===== config.mk =====
export PLATFORM = sky130hd
export DESIGN_NAME = syserr_report
export DESIGN_NICKNAME = d
export VERILOG_FILES = /design/src/rtl/syserr_pkg.sv /design/src/rtl/syserr_retry_cnt.sv /design/src/rtl/syserr_ctrl.sv /design/src/rtl/syserr_dpath.sv /design/src/rtl/syserr_report.sv
export SDC_FILE = /design/constraint.sdc
export NUM_CORES = 1
export LEC_CHECK = 0
export CAP_MARGIN = 20
export CORE_MARGIN = 2
export CORE_UTILIZATION = 35
export CTS_BUF_LIST = sky130_fd_sc_hd__clkbuf_4
export CTS_CLUSTER_DIAMETER = 120
export DETAILED_ROUTE_END_ITERATION = 10
export MAX_ROUTING_LAYER = met4
export PLACE_DENSITY = 0.52
export SLEW_MARGIN = 20
export SYNTH_ARGS = -nofsm -noshare
export SYNTH_HDL_FRONTEND = slang
export SYNTH_HIERARCHICAL = 1
export SYNTH_SLANG_ARGS = --single-unit

===== constraint.sdc =====
create_clock -name clk -period 2.2 [get_ports clk]
set_clock_uncertainty 0.15 [all_clocks]
set_input_delay 0.33 -clock clk [delete_from_list [all_inputs] [get_ports clk]]
set_output_delay 0.33 -clock clk [all_outputs]
set_load 0.02 [all_outputs]

===== src/rtl/syserr_pkg.sv =====
package syserr_pkg;
  localparam int NUM_EVT   = 7;  // device events with status bits
  localparam int NUM_MASK  = 6;  // events that have a disable bit
  localparam int NUM_RETRY = 3;  // posted write, delayed write, delayed read

  localparam int EV_PW_TABORT = 0;
  localparam int EV_PW_MABORT = 1;
  localparam int EV_PW_PARITY = 2;
  localparam int EV_PW_GIVEUP = 3;
  localparam int EV_DW_GIVEUP = 4;
  localparam int EV_DR_GIVEUP = 5;
  localparam int EV_MTO       = 6;

  typedef struct packed {
    logic [NUM_EVT-1:0] evtSet;
    logic               rcvSet;
    logic               fire;
  } serr_strobe_t;
endpackage


===== src/rtl/syserr_retry_cnt.sv =====
module syserr_retry_cnt #(
  parameter int RETRY_W = 24
) (
  input  logic clk,
  input  logic rstN,
  input  logic retryHit,
  input  logic xferDone,
  output logic giveUp
);
  localparam logic [RETRY_W-1:0] CNT_MAX = {RETRY_W{1'b1}};

  logic [RETRY_W-1:0] count;
  logic               spent;

  assign giveUp = retryHit && !xferDone && (count == CNT_MAX) && !spent;

  always_ff @(posedge clk) begin
    if (!rstN || xferDone) begin
      count <= '0;
      spent <= 1'b0;
    end else if (retryHit) begin
      if (count == CNT_MAX) spent <= 1'b1;
      else                  count <= count + 1'b1;
    end
  end
endmodule


===== src/rtl/syserr_ctrl.sv =====
module syserr_ctrl
  import syserr_pkg::*;
#(
  parameter int RETRY_W = 24
) (
  input  logic                 clk,
  input  logic                 rstN,
  input  logic                 cmdSerrEn,
  input  logic                 fwdSerrEn,
  input  logic                 mtoSerrEn,
  input  logic [NUM_MASK-1:0]  evtDisable,
  input  logic                 secSerrN,
  input  logic                 evtPwTgtAbort,
  input  logic                 evtPwMstAbort,
  input  logic                 evtPwParity,
  input  logic                 evtMasterTimeout,
  input  logic [NUM_RETRY-1:0] retryHit,
  input  logic [NUM_RETRY-1:0] xferDone,
  output serr_strobe_t         strobe
);
  logic [NUM_RETRY-1:0] giveUp;
  logic [NUM_EVT-1:0]   rawEvt;
  logic [NUM_EVT-1:0]   evtEnable;
  logic                 secFwd;

  for (genvar k = 0; k < NUM_RETRY; k++) begin : g_retry
    syserr_retry_cnt #(.RETRY_W(RETRY_W)) u_cnt (
      .clk      (clk),
      .rstN     (rstN),
      .retryHit (retryHit[k]),
      .xferDone (xferDone[k]),
      .giveUp   (giveUp[k])
    );
  end

  always_comb begin
    rawEvt                = '0;
    rawEvt[EV_PW_TABORT]  = evtPwTgtAbort;
    rawEvt[EV_PW_MABORT]  = evtPwMstAbort;
    rawEvt[EV_PW_PARITY]  = evtPwParity;
    rawEvt[EV_PW_GIVEUP]  = giveUp[0];
    rawEvt[EV_DW_GIVEUP]  = giveUp[1];
    rawEvt[EV_DR_GIVEUP]  = giveUp[2];
    rawEvt[EV_MTO]        = evtMasterTimeout;

    evtEnable             = {mtoSerrEn, ~evtDisable} & {NUM_EVT{cmdSerrEn}};
    secFwd                = !secSerrN && fwdSerrEn && cmdSerrEn;

    strobe.evtSet         = rawEvt & evtEnable;
    strobe.rcvSet         = !secSerrN;
    strobe.fire           = (|(rawEvt & evtEnable)) || secFwd;
  end
endmodule


===== src/rtl/syserr_dpath.sv =====
module syserr_dpath
  import syserr_pkg::*;
(
  input  logic               clk,
  input  logic               rstN,
  input  serr_strobe_t       strobe,
  input  logic [NUM_EVT-1:0] statusClr,
  input  logic               clrSigSerr,
  input  logic               clrRcvSerr,
  output logic               priSerrN,
  output logic               sigSerrStat,
  output logic               rcvSerrStat,
  output logic [NUM_EVT-1:0] evtStatus
);
  always_ff @(posedge clk) begin
    if (!rstN) begin
      priSerrN    <= 1'b1;
      sigSerrStat <= 1'b0;
      rcvSerrStat <= 1'b0;
      evtStatus   <= '0;
    end else begin
      priSerrN    <= !strobe.fire;
      sigSerrStat <= (sigSerrStat && !clrSigSerr) || strobe.fire;
      rcvSerrStat <= (rcvSerrStat && !clrRcvSerr) || strobe.rcvSet;
      evtStatus   <= (evtStatus & ~statusClr) | strobe.evtSet;
    end
  end
endmodule


===== src/rtl/syserr_report.sv =====
module syserr_report
  import syserr_pkg::*;
#(
  parameter int RETRY_W = 24
) (
  input  logic                 clk,
  input  logic                 rstN,
  input  logic                 cmdSerrEn,
  input  logic                 fwdSerrEn,
  input  logic                 mtoSerrEn,
  input  logic [NUM_MASK-1:0]  evtDisable,
  input  logic                 secSerrN,
  input  logic                 evtPwTgtAbort,
  input  logic                 evtPwMstAbort,
  input  logic                 evtPwParity,
  input  logic                 evtMasterTimeout,
  input  logic [NUM_RETRY-1:0] retryHit,
  input  logic [NUM_RETRY-1:0] xferDone,
  input  logic [NUM_EVT-1:0]   statusClr,
  input  logic                 clrSigSerr,
  input  logic                 clrRcvSerr,
  output logic                 priSerrN,
  output logic                 sigSerrStat,
  output logic                 rcvSerrStat,
  output logic [NUM_EVT-1:0]   evtStatus
);
  serr_strobe_t strobe;

  syserr_ctrl #(.RETRY_W(RETRY_W)) u_ctrl (
    .clk              (clk),
    .rstN             (rstN),
    .cmdSerrEn        (cmdSerrEn),
    .fwdSerrEn        (fwdSerrEn),
    .mtoSerrEn        (mtoSerrEn),
    .evtDisable       (evtDisable),
    .secSerrN         (secSerrN),
    .evtPwTgtAbort    (evtPwTgtAbort),
    .evtPwMstAbort    (evtPwMstAbort),
    .evtPwParity      (evtPwParity),
    .evtMasterTimeout (evtMasterTimeout),
    .retryHit         (retryHit),
    .xferDone         (xferDone),
    .strobe           (strobe)
  );

  syserr_dpath u_dpath (
    .clk         (clk),
    .rstN        (rstN),
    .strobe      (strobe),
    .statusClr   (statusClr),
    .clrSigSerr  (clrSigSerr),
    .clrRcvSerr  (clrRcvSerr),
    .priSerrN    (priSerrN),
    .sigSerrStat (sigSerrStat),
    .rcvSerrStat (rcvSerrStat),
    .evtStatus   (evtStatus)
  );
endmodule


# After elaboration in Yosys (flattened, before gate mapping)
# Index checks and enable logic that the tools add are counted.
dict set report totals {
  memories 0
  latchBits 0
  mem_bits_ro 0
  mem_bits_rw 0
  regBits 85
}
dict set report op_classes {
  n_lt_le_gt_ge 0
  n_shift 0
  n_div 0
  muxes 0
  n_bitwise 9
  reduce_logical 37
  n_addsub 3
  mul 0
  eq_ne 3
}
# operator count
set op_table {}
lappend op_table {{24-bit by 1-bit adder with 24-bit output (second input constant)} 3}
lappend op_table {{24-bit == test (second input constant)} 3}
lappend op_table {{7-bit bitwise AND} 3}
lappend op_table {{1-bit logical AND} 13}
lappend op_table {{2-bit AND reduction} 6}
lappend op_table {{1-bit zero test} 11}
lappend op_table {{7-bit inverter} 1}
lappend op_table {{7-bit bitwise OR} 1}
lappend op_table {{7-bit OR reduction} 1}
lappend op_table {{1-bit logical OR} 6}
lappend op_table {{6-bit inverter} 1}
lappend op_table {{1-bit inverter} 3}

# Longest topological paths before layout
# Gate-level depths: netlist of run 1.
dict set report depth {
  depth_word 8
  depth_mapped 11
  ltp_nobuf 9
}

# Modules after synthesis
# Netlist of run 1, hierarchy kept.
# module seq_area_each_um2 instances cells_per_inst area_per_inst_um2
set modules_own_cells {}
lappend modules_own_cells {syserr_retry_cnt 500.5 3 153 1283.7}
lappend modules_own_cells {syserr_dpath 200.2 1 30 339.1}
lappend modules_own_cells {syserr_ctrl 0.0 1 21 116.4}

# Worst setup path after synthesis of run 1
# OpenSTA, ideal clock, no wires.
dict set report synth_path {
  kind {register -> register}
  startpoint {register u_ctrl.g_retry[0].u_cnt.count[0]}
  endpoint {register u_dpath.sigSerrStat}
  setup_time_ns 0.115
  arrival_time_ns 1.795
  path_stages_with_launch 11
  setup_slack_ns 0.141
  t_required_ns 1.935
  n_path_buf 1
  path_cell_list {dfxtp_1 > ha_1 > and4_1 > buf_4 > and4_1 > nand3_1 > nor3_1 > inv_1 > o22ai_1 > o31a_1 > o21a_1}
}
# element line_no
set synth_lines {}
lappend synth_lines {{start, declared} syserr_retry_cnt.sv:12} ;# logic [RETRY_W-1:0] count;
lappend synth_lines {{start signal, assigned} syserr_retry_cnt.sv:23} ;# else count <= count + 1'b1;
lappend synth_lines {{end signal, assigned} syserr_dpath.sv:23} ;# sigSerrStat <= (sigSerrStat && !clrSigSerr) || strobe.fire;
lappend synth_lines {{end, declared} syserr_dpath.sv:11} ;# output logic sigSerrStat,

==> results of run 1 <==
==> routing by layer <==
layer	global-route usage [%]	part of all wire [%]	vias up
li1	-	-	1968
met1	19.8	50	1745
met2	24.5	45	70
met3	5.80	4.6	4
met4	3.61	0.46	0
met5	-	0	-
==> cell type report <==
class / instances / area [um2] / area share (%)
sequential: 85 / 1710 / 32.8
clock buffer: 9 / 67.6 / 1.30
timing repair buffer: 76 / 671 / 12.9
multi-input combinational: 379 / 2420 / 46.6
clock inverter: 7 / 90.1 / 1.73
tap: 147 / 184 / 3.54
inverter: 15 / 56.3 / 1.08
==> path summary, 6_finish.rpt <==
check | to | slack [ps] | from | depth (start not counted)
max | u_dpath/sigSerrStat | 130 | u_ctrl/g_retry[2].u_cnt/count[1] | 9
min | u_ctrl/g_retry[1].u_cnt/spent | 310 | u_ctrl/g_retry[1].u_cnt/spent | 2
max reg2reg | u_dpath/sigSerrStat | 130 | u_ctrl/g_retry[2].u_cnt/count[1] | 9
min reg2reg | u_ctrl/g_retry[1].u_cnt/spent | 310 | u_ctrl/g_retry[1].u_cnt/spent | 2
==> per-stage QoR <==
| stage | hold slack, ps | setup slack, ps | instance area, um2 |
|---|---|---|---|
| 5_1_grt | 311 | 10.6 | 5190 |
| 6_report | 307 | 132 | 5190 |
| 4_1_cts | 280 | 36.5 | 5170 |
| 2_1_floorplan | 276 | 141 | 4310 |
| 3_3_place_gp | 285 | 114 | 5010 |
| 3_5_place_dp | 293 | 27.7 | 5010 |
==> logic make-up after synthesis <==
logic type      count (synthesis)  share of synthesized area [%]
simple gates                  223                           28.8
compound gates                 99                           14.9
flops                          85                           39.5
xor+xnor                       51                           10.4
buf+inv                        46                           4.88
mux                             3                          0.697
fa+ha+maj                       3                          0.872
==> placed cells by master (no fill, tap or decap), types with 4 or more instances in the layout <==
| cell | synthesis | routed |
|---|---|---|
| dfxtp_1 | 85 | 82 |
| nor2_1 | 69 | 69 |
| clkdlybuf4s50_1 | 0 | 40 |
| xor2_1 | 36 | 36 |
| buf_4 | 6 | 36 |
| nand4_1 | 25 | 25 |
| a21oi_1 | 24 | 24 |
| nand2_1 | 22 | 22 |
| nand3_1 | 21 | 21 |
| o21ai_0 | 21 | 20 |
| o2111ai_1 | 18 | 18 |
| and4_1 | 21 | 17 |
| inv_1 | 15 | 15 |
| and3_1 | 15 | 15 |
| xnor2_1 | 15 | 15 |
| nor3_1 | 13 | 12 |
| o211ai_1 | 12 | 12 |
| clkbuf_4 | 0 | 9 |
| nor2b_1 | 9 | 9 |
| o21a_1 | 9 | 9 |
| or3_1 | 6 | 6 |
| or4_1 | 6 | 6 |
| nor4_1 | 6 | 5 |
| nand2b_1 | 4 | 4 |
==> timing repair <==
action                                  in CTS  in global routing
hold buffers                                 0                  0
gates resized for setup                      1                 12
hold endpoints to repair                     0                  0
endpoints found under the setup margin       1                 12
==> state kept, by name (all words and copies together) (netlist names) <==
signal and flops:
u_ctrl/g_retry.u_cnt/count 72, u_dpath/sigSerrStat 1, u_dpath/rcvSerrStat 1, u_ctrl/g_retry.u_cnt/spent 3, u_dpath/priSerrN 1, u_dpath/evtStatus 7
==> where the power goes <==
part | leakage [nW] | internal, mW | switching (mW)
clock | 0.0817 | 0.454 | 0.561
sequential | 0.688 | 1.55 | 0.00487
combinational | 1.04 | 0.0923 | 0.0780
==> worst max-delay path: stages, from the launching register on <==
cell and delay [ps]:
dfxtp_2 380, ha_1 190, and4_2 300, and4_1 230
nand3_1 130, nor3_1 170, inv_1 80, o22ai_1 120
o31a_1 160, o21a_1 130
==> impl_metrics.py, run 1 <==
metrics = {
    "placement": {
        "dpl.hpwl_mm": 6.96,
        "place.gp.congestion": 0.791,
        "io_buffer_count": 40,
        "dp.cells": 702,
    },
    "flow_run": {
        "max-cap-violations": 0,
    },
    "final_layout": {
        "fin_cells": 718,
        "areaGrowthSynthToFinish_pct": 20.6,
        "num_antenna_cells": 0,
        "layout.nets": 600,
        "fillers": 1208,
        "final_core_util_pct": 43.3,
        "drive_above_1_share_pct": 12.1,
    },
    "critical_path": {
        "end_kind": "register",
        "cp.required_ps": 2460,
        "cp_max_fo": 4,
        "critical_path_class": "reg2reg",
        "crit_path_start_kind": "register",
        "cp.arrival_ps": 2320,
    },
    "pwr": {
        "p_leak_nw": 1.81,
        "ir_drop_uv": 331,
        "finalPower_mw": 2.74,
        "powerDensity_nw_per_um2": 528,
    },
    "clock_network": {
        "post-cts-setup-buffers": 0,
        "cts_num_sinks": 85,
        "path_clk_slew_ps": 140,
        "cts-buffers-inserted": 9,
        "clock_latency_ps": 450,
        "cts_root_buf": "clkbuf_4",
        "cts_buffer_depth": 2,
        "h-tree-depth": 3,
        "cts_tree": "built",
    },
    "routing": {
        "drtPass1Iterations": 4,
        "wl_per_cell_um": 13.4,
        "drt_iter0_markers": 200,
        "route.detailed.drc": 0,
        "viasPerCell": 5.27,
        "routed_wl_mm": 9.60,
        "vias": 3787,
        "ant_nets": 0,
    },
    "grt": {
        "antenna_found_initial": 0,
        "gr-usage-all-layers_pct": 15.8,
        "first_global_vias": 3654,
        "grt_start_max_net_pins": 26,
        "grt_pass1_wl_mm": 16.5,
        "grt_overflow": 0,
    },
    "synth": {
        "synth_edf_count": 0,
        "synth_area_leaders": "dfxtp_1 (40%), xor2_1 (7.3%), nor2_1 (6.0%)",
        "ys_ff_latch": 85,
        "synth.top_cell.area_share_pct": 39.5,
        "yosysSeqAreaShare_pct": 39.5,
        "syn_inst": 510,
        "synthTopCellsByCount": "dfxtp_1 (85), nor2_1 (69), xor2_1 (36), nand4_1 (25), a21oi_1 (24)",
        "synth_nets": 544,
        "async_reset_ff_share_pct": 0,
        "yosysUniqueCellTypes": 37,
        "synth_area_um2": 4310,
        "synth.most_common_cell": "dfxtp_1",
        "yosysTopAreaCell": "dfxtp_1",
        "syn_area_per_cell_um2": 8.44,
        "yosysWarningCount": 6,
        "ys.flop_type": "dfxtp_1",
    },
    "sta": {
        "finalMaxSlewViolations": 0,
        "max_freq_ghz": 0.484,
        "setup_violations": 0,
        "tns_ps": 0,
        "rsz0062_at_grt": "false",
        "hold_viol_final": 0,
        "fin_crit_sh_pct": 94.0,
        "fin_crit_ps": 2070,
        "slew_headroom_pct": 77.9,
        "tightestPinTransition_ps": 330,
    },
    "outcome": {
        "status": "finished, final reports clean",
    },
    "floorplanning": {
        "die_w_um": 115,
        "core_um2": 12000,
        "start_util_pct": 35.9,
        "die_y_um": 115,
        "placementRows": 40,
        "ios": 41,
        "dieArea_um2": 13200,
    },
    "worst_hold_path": {
        "holdCritPathClass": "reg2reg",
    },
}
Power figures use the tool's default switching activity.
==> inputs of run 2 (changes only) <==
--- a/config.mk
+++ b/config.mk
@@ -16,5 +16,4 @@
 export SLEW_MARGIN = 20
 export SYNTH_ARGS = -nofsm -noshare
 export SYNTH_HDL_FRONTEND = slang
-export SYNTH_HIERARCHICAL = 1
 export SYNTH_SLANG_ARGS = --single-unit
==> run 2 against run 1 <==
Effect of this change: critical path depth decreased by 3; synthesized cell count decreased by 2.5%; via count increased by 1.6%; cell area increased by 2.0%; clock power decreased by 13%; sequential share of layout area decreased by 0.69 points; combinational power about the same; first-iteration DRC count decreased by 18%.
==> impl_metrics.py, run 2 <==
metrics = {
    "outcome": {
        "status": "finished, final reports clean",
    },
    "final_layout": {
        "fin_cells": 738,
        "layout.nets": 623,
        "regMostFlops": "u_ctrl.g_retry.u_cnt.count",
        "layout_common_cells": "dfxtp_1 (84), nor2_1 (62), buf_4 (54), clkdlybuf4s50_1 (40), nand2_1 (37)",
        "largestRegisters": "u_ctrl.g_retry.u_cnt.count x72, u_dpath.evtStatus x7, u_ctrl.g_retry.u_cnt.spent x3",
        "fin_area_um2": 5300,
        "largest_register_ffs": 72,
        "drive_above_1_share_pct": 15.5,
        "mostFrequentLayoutCell": "dfxtp_1",
        "areaGrowthSynthToFinish_pct": 26.3,
    },
    "placement": {
        "io_buffer_count": 40,
        "dpl.hpwl_mm": 7.74,
        "placed_cell_area_um2": 5120,
        "dp.cells": 721,
        "place.gp.congestion": 0.866,
        "post-place-ws_ps": -211,
    },
    "sta": {
        "hold_ws_ps": 303,
        "slew_headroom_pct": 70.1,
        "max_freq_ghz": 0.478,
        "setup_slack_ps": 108,
        "hold_viol_final": 0,
        "fin_crit_sh_pct": 95.1,
        "fin_crit_ps": 2090,
        "tightestPinTransition_ps": 446,
        "finalMaxSlewViolations": 0,
        "setup_violations": 0,
    },
    "critical_path": {
        "r2r-start": "u_ctrl.g_retry[2].u_cnt.count[10]",
        "rr_endpoint": "u_ctrl.g_retry[2].u_cnt.count[5]",
        "critical_path_class": "reg2reg",
        "crit_path_start_kind": "register",
        "rr_worst_depth": 6,
        "cp_max_fo": 6,
        "end_kind": "register",
        "cp.required_ps": 2410,
        "rrSetupSlack_ps": 110,
        "cp.arrival_ps": 2310,
    },
    "grt": {
        "gr-usage-all-layers_pct": 17.6,
        "grt_start_max_net_pins": 24,
        "first_global_vias": 3799,
        "grt_overflow": 0,
        "antenna_found_initial": 1,
        "grt_pass1_wl_mm": 17.7,
    },
    "worst_hold_path": {
        "min_to": "u_dpath.rcvSerrStat",
        "hp-start": "secSerrN",
        "holdCritPathClass": "in2reg",
        "min_delay_path_depth": 2,
    },
    "synth": {
        "synthTopCellsByCount": "dfxtp_1 (85), nor2_1 (62), nand2_1 (38), a21oi_1 (28), nand3_1 (27)",
        "ys_ff_latch": 85,
        "ys.flop_type": "dfxtp_1",
        "async_reset_ff_share_pct": 0,
        "synth_edf_count": 0,
        "synth_area_um2": 4200,
        "yosysWarningCount": 0,
        "yosysTopAreaCell": "dfxtp_1",
        "synth.most_common_cell": "dfxtp_1",
        "yosysSeqAreaShare_pct": 40.5,
        "yosysUniqueCellTypes": 54,
        "synth.top_cell.area_share_pct": 40.5,
        "syn_area_per_cell_um2": 8.44,
        "syn_inst": 497,
        "synth_area_leaders": "dfxtp_1 (41%), nor2_1 (5.5%), xor2_1 (4.2%)",
        "synth_nets": 531,
    },
    "clock_network": {
        "cts_num_sinks": 85,
        "cts_tree": "built",
        "h-tree-depth": 3,
        "cts-buffers-inserted": 9,
        "path_clk_slew_ps": 120,
        "clock_latency_ps": 470,
        "cts_buffer_depth": 2,
        "cts_root_buf": "clkbuf_4",
    },
    "floorplanning": {
        "core_um2": 11600,
        "placementRows": 39,
        "dieArea_um2": 12900,
        "start_util_pct": 36.3,
        "die_y_um": 114,
        "die_w_um": 114,
        "ios": 41,
    },
    "routing": {
        "viasPerCell": 5.21,
        "drt_iter0_markers": 164,
        "drtPass1Iterations": 4,
        "ant_nets": 0,
        "routed_wl_mm": 10.1,
        "wl_per_cell_um": 13.7,
        "route.detailed.drc": 0,
        "vias": 3847,
    },
    "pwr": {
        "ir_drop_uv": 293,
        "finalPower_mw": 2.61,
        "p_leak_nw": 1.74,
        "powerDensity_nw_per_um2": 493,
    },
    "flow_run": {
        "max-cap-violations": 0,
    },
}
-- run 2: changes by cell type after synthesis, moves of 9 or more --
cell | previous run | this run
o21ai_0 | 21 | 9
xor2_1 | 36 | 20
nand2_1 | 22 | 38
o21ai_1 | 3 | 12
or3_1 | 6 | 17
o2111ai_1 | 18 | 1
and4_1 | 21 | 10
-- run 2: per-stage QoR --
stage | TNS [ps] | util (%)
after floorplan | 0 | -
after global placement | -670 | 44.3
final | 0 | 45.8
after global routing | -47.8 | 45.8
after CTS | 0 | 45.4
after detailed placement | -880 | 44.3
-- run 2: area by class of cell --
type	instances	area, um2
fillers	1145	6270
multi-input cells	388	2440
flip-flops and latches	85	1700
repair buffers	94	806
well taps	143	179
clock buffers	10	75.1
clock inverters	6	53.8
inverters	11	41.3
diodes	1	2.50
-- run 2: critical path, stage by stage (launching register included) --
cell and delay, ps:
dfxtp_1 390, nand4_1 150, or4_1 620, buf_4 210
o211ai_4 240, xor2_1 190, nor2_1 50
-- run 2: power breakdown --
part,leakage [nW],internal [mW],switching [mW]
Sequential,0.687,1.55,0.00643
Clock,0.0774,0.348,0.538
Combinational,0.978,0.0953,0.0772
-- run 2: worst max-delay path by stage --
stage	slack, ps	endpoint	from
final	110	u_ctrl.g_retry[2].u_cnt.count[5]	u_ctrl.g_retry[2].u_cnt.count[10]
after global placement	-190	u_ctrl.g_retry[2].u_cnt.count[23]	retryHit[2]
after global routing	-20	u_ctrl.g_retry[2].u_cnt.count[0]	u_ctrl.g_retry[2].u_cnt.count[10]
after CTS	40	u_ctrl.g_retry[0].u_cnt.count[21]	u_ctrl.g_retry[0].u_cnt.count[0]
after detailed placement	-210	u_ctrl.g_retry[2].u_cnt.count[23]	retryHit[2]
after floorplan	40	u_ctrl.g_retry[0].u_cnt.count[17]	u_ctrl.g_retry[0].u_cnt.count[0]
-- run 2: timing repair --
item / in CTS / in global routing
resized for setup: 0 / 10
setup endpoints to repair: 0 / 16
buffers inserted: 0 / 0
hold buffers: 0 / 0
-- run 2: cell families after synthesis --
| family | count (synthesis) | synth area share, % |
|---|---|---|
| compound gates | 90 | 14.3 |
| simple gates | 253 | 33.0 |
| buf+inv | 24 | 2.44 |
| xor+xnor | 38 | 7.93 |
| mux | 4 | 0.954 |
| flops | 85 | 40.5 |
| fa+ha+maj | 3 | 0.895 |
-- run 2: per-layer routing --
layer / global-route usage, % / part of all wire [%] / vias up
met5: - / 0 / -
met4: 6.59 / 1.6 / 0
met3: 4.89 / 3.9 / 12
met2: 28.5 / 47 / 55
met1: 21.1 / 47 / 1792
li1: - / - / 1988
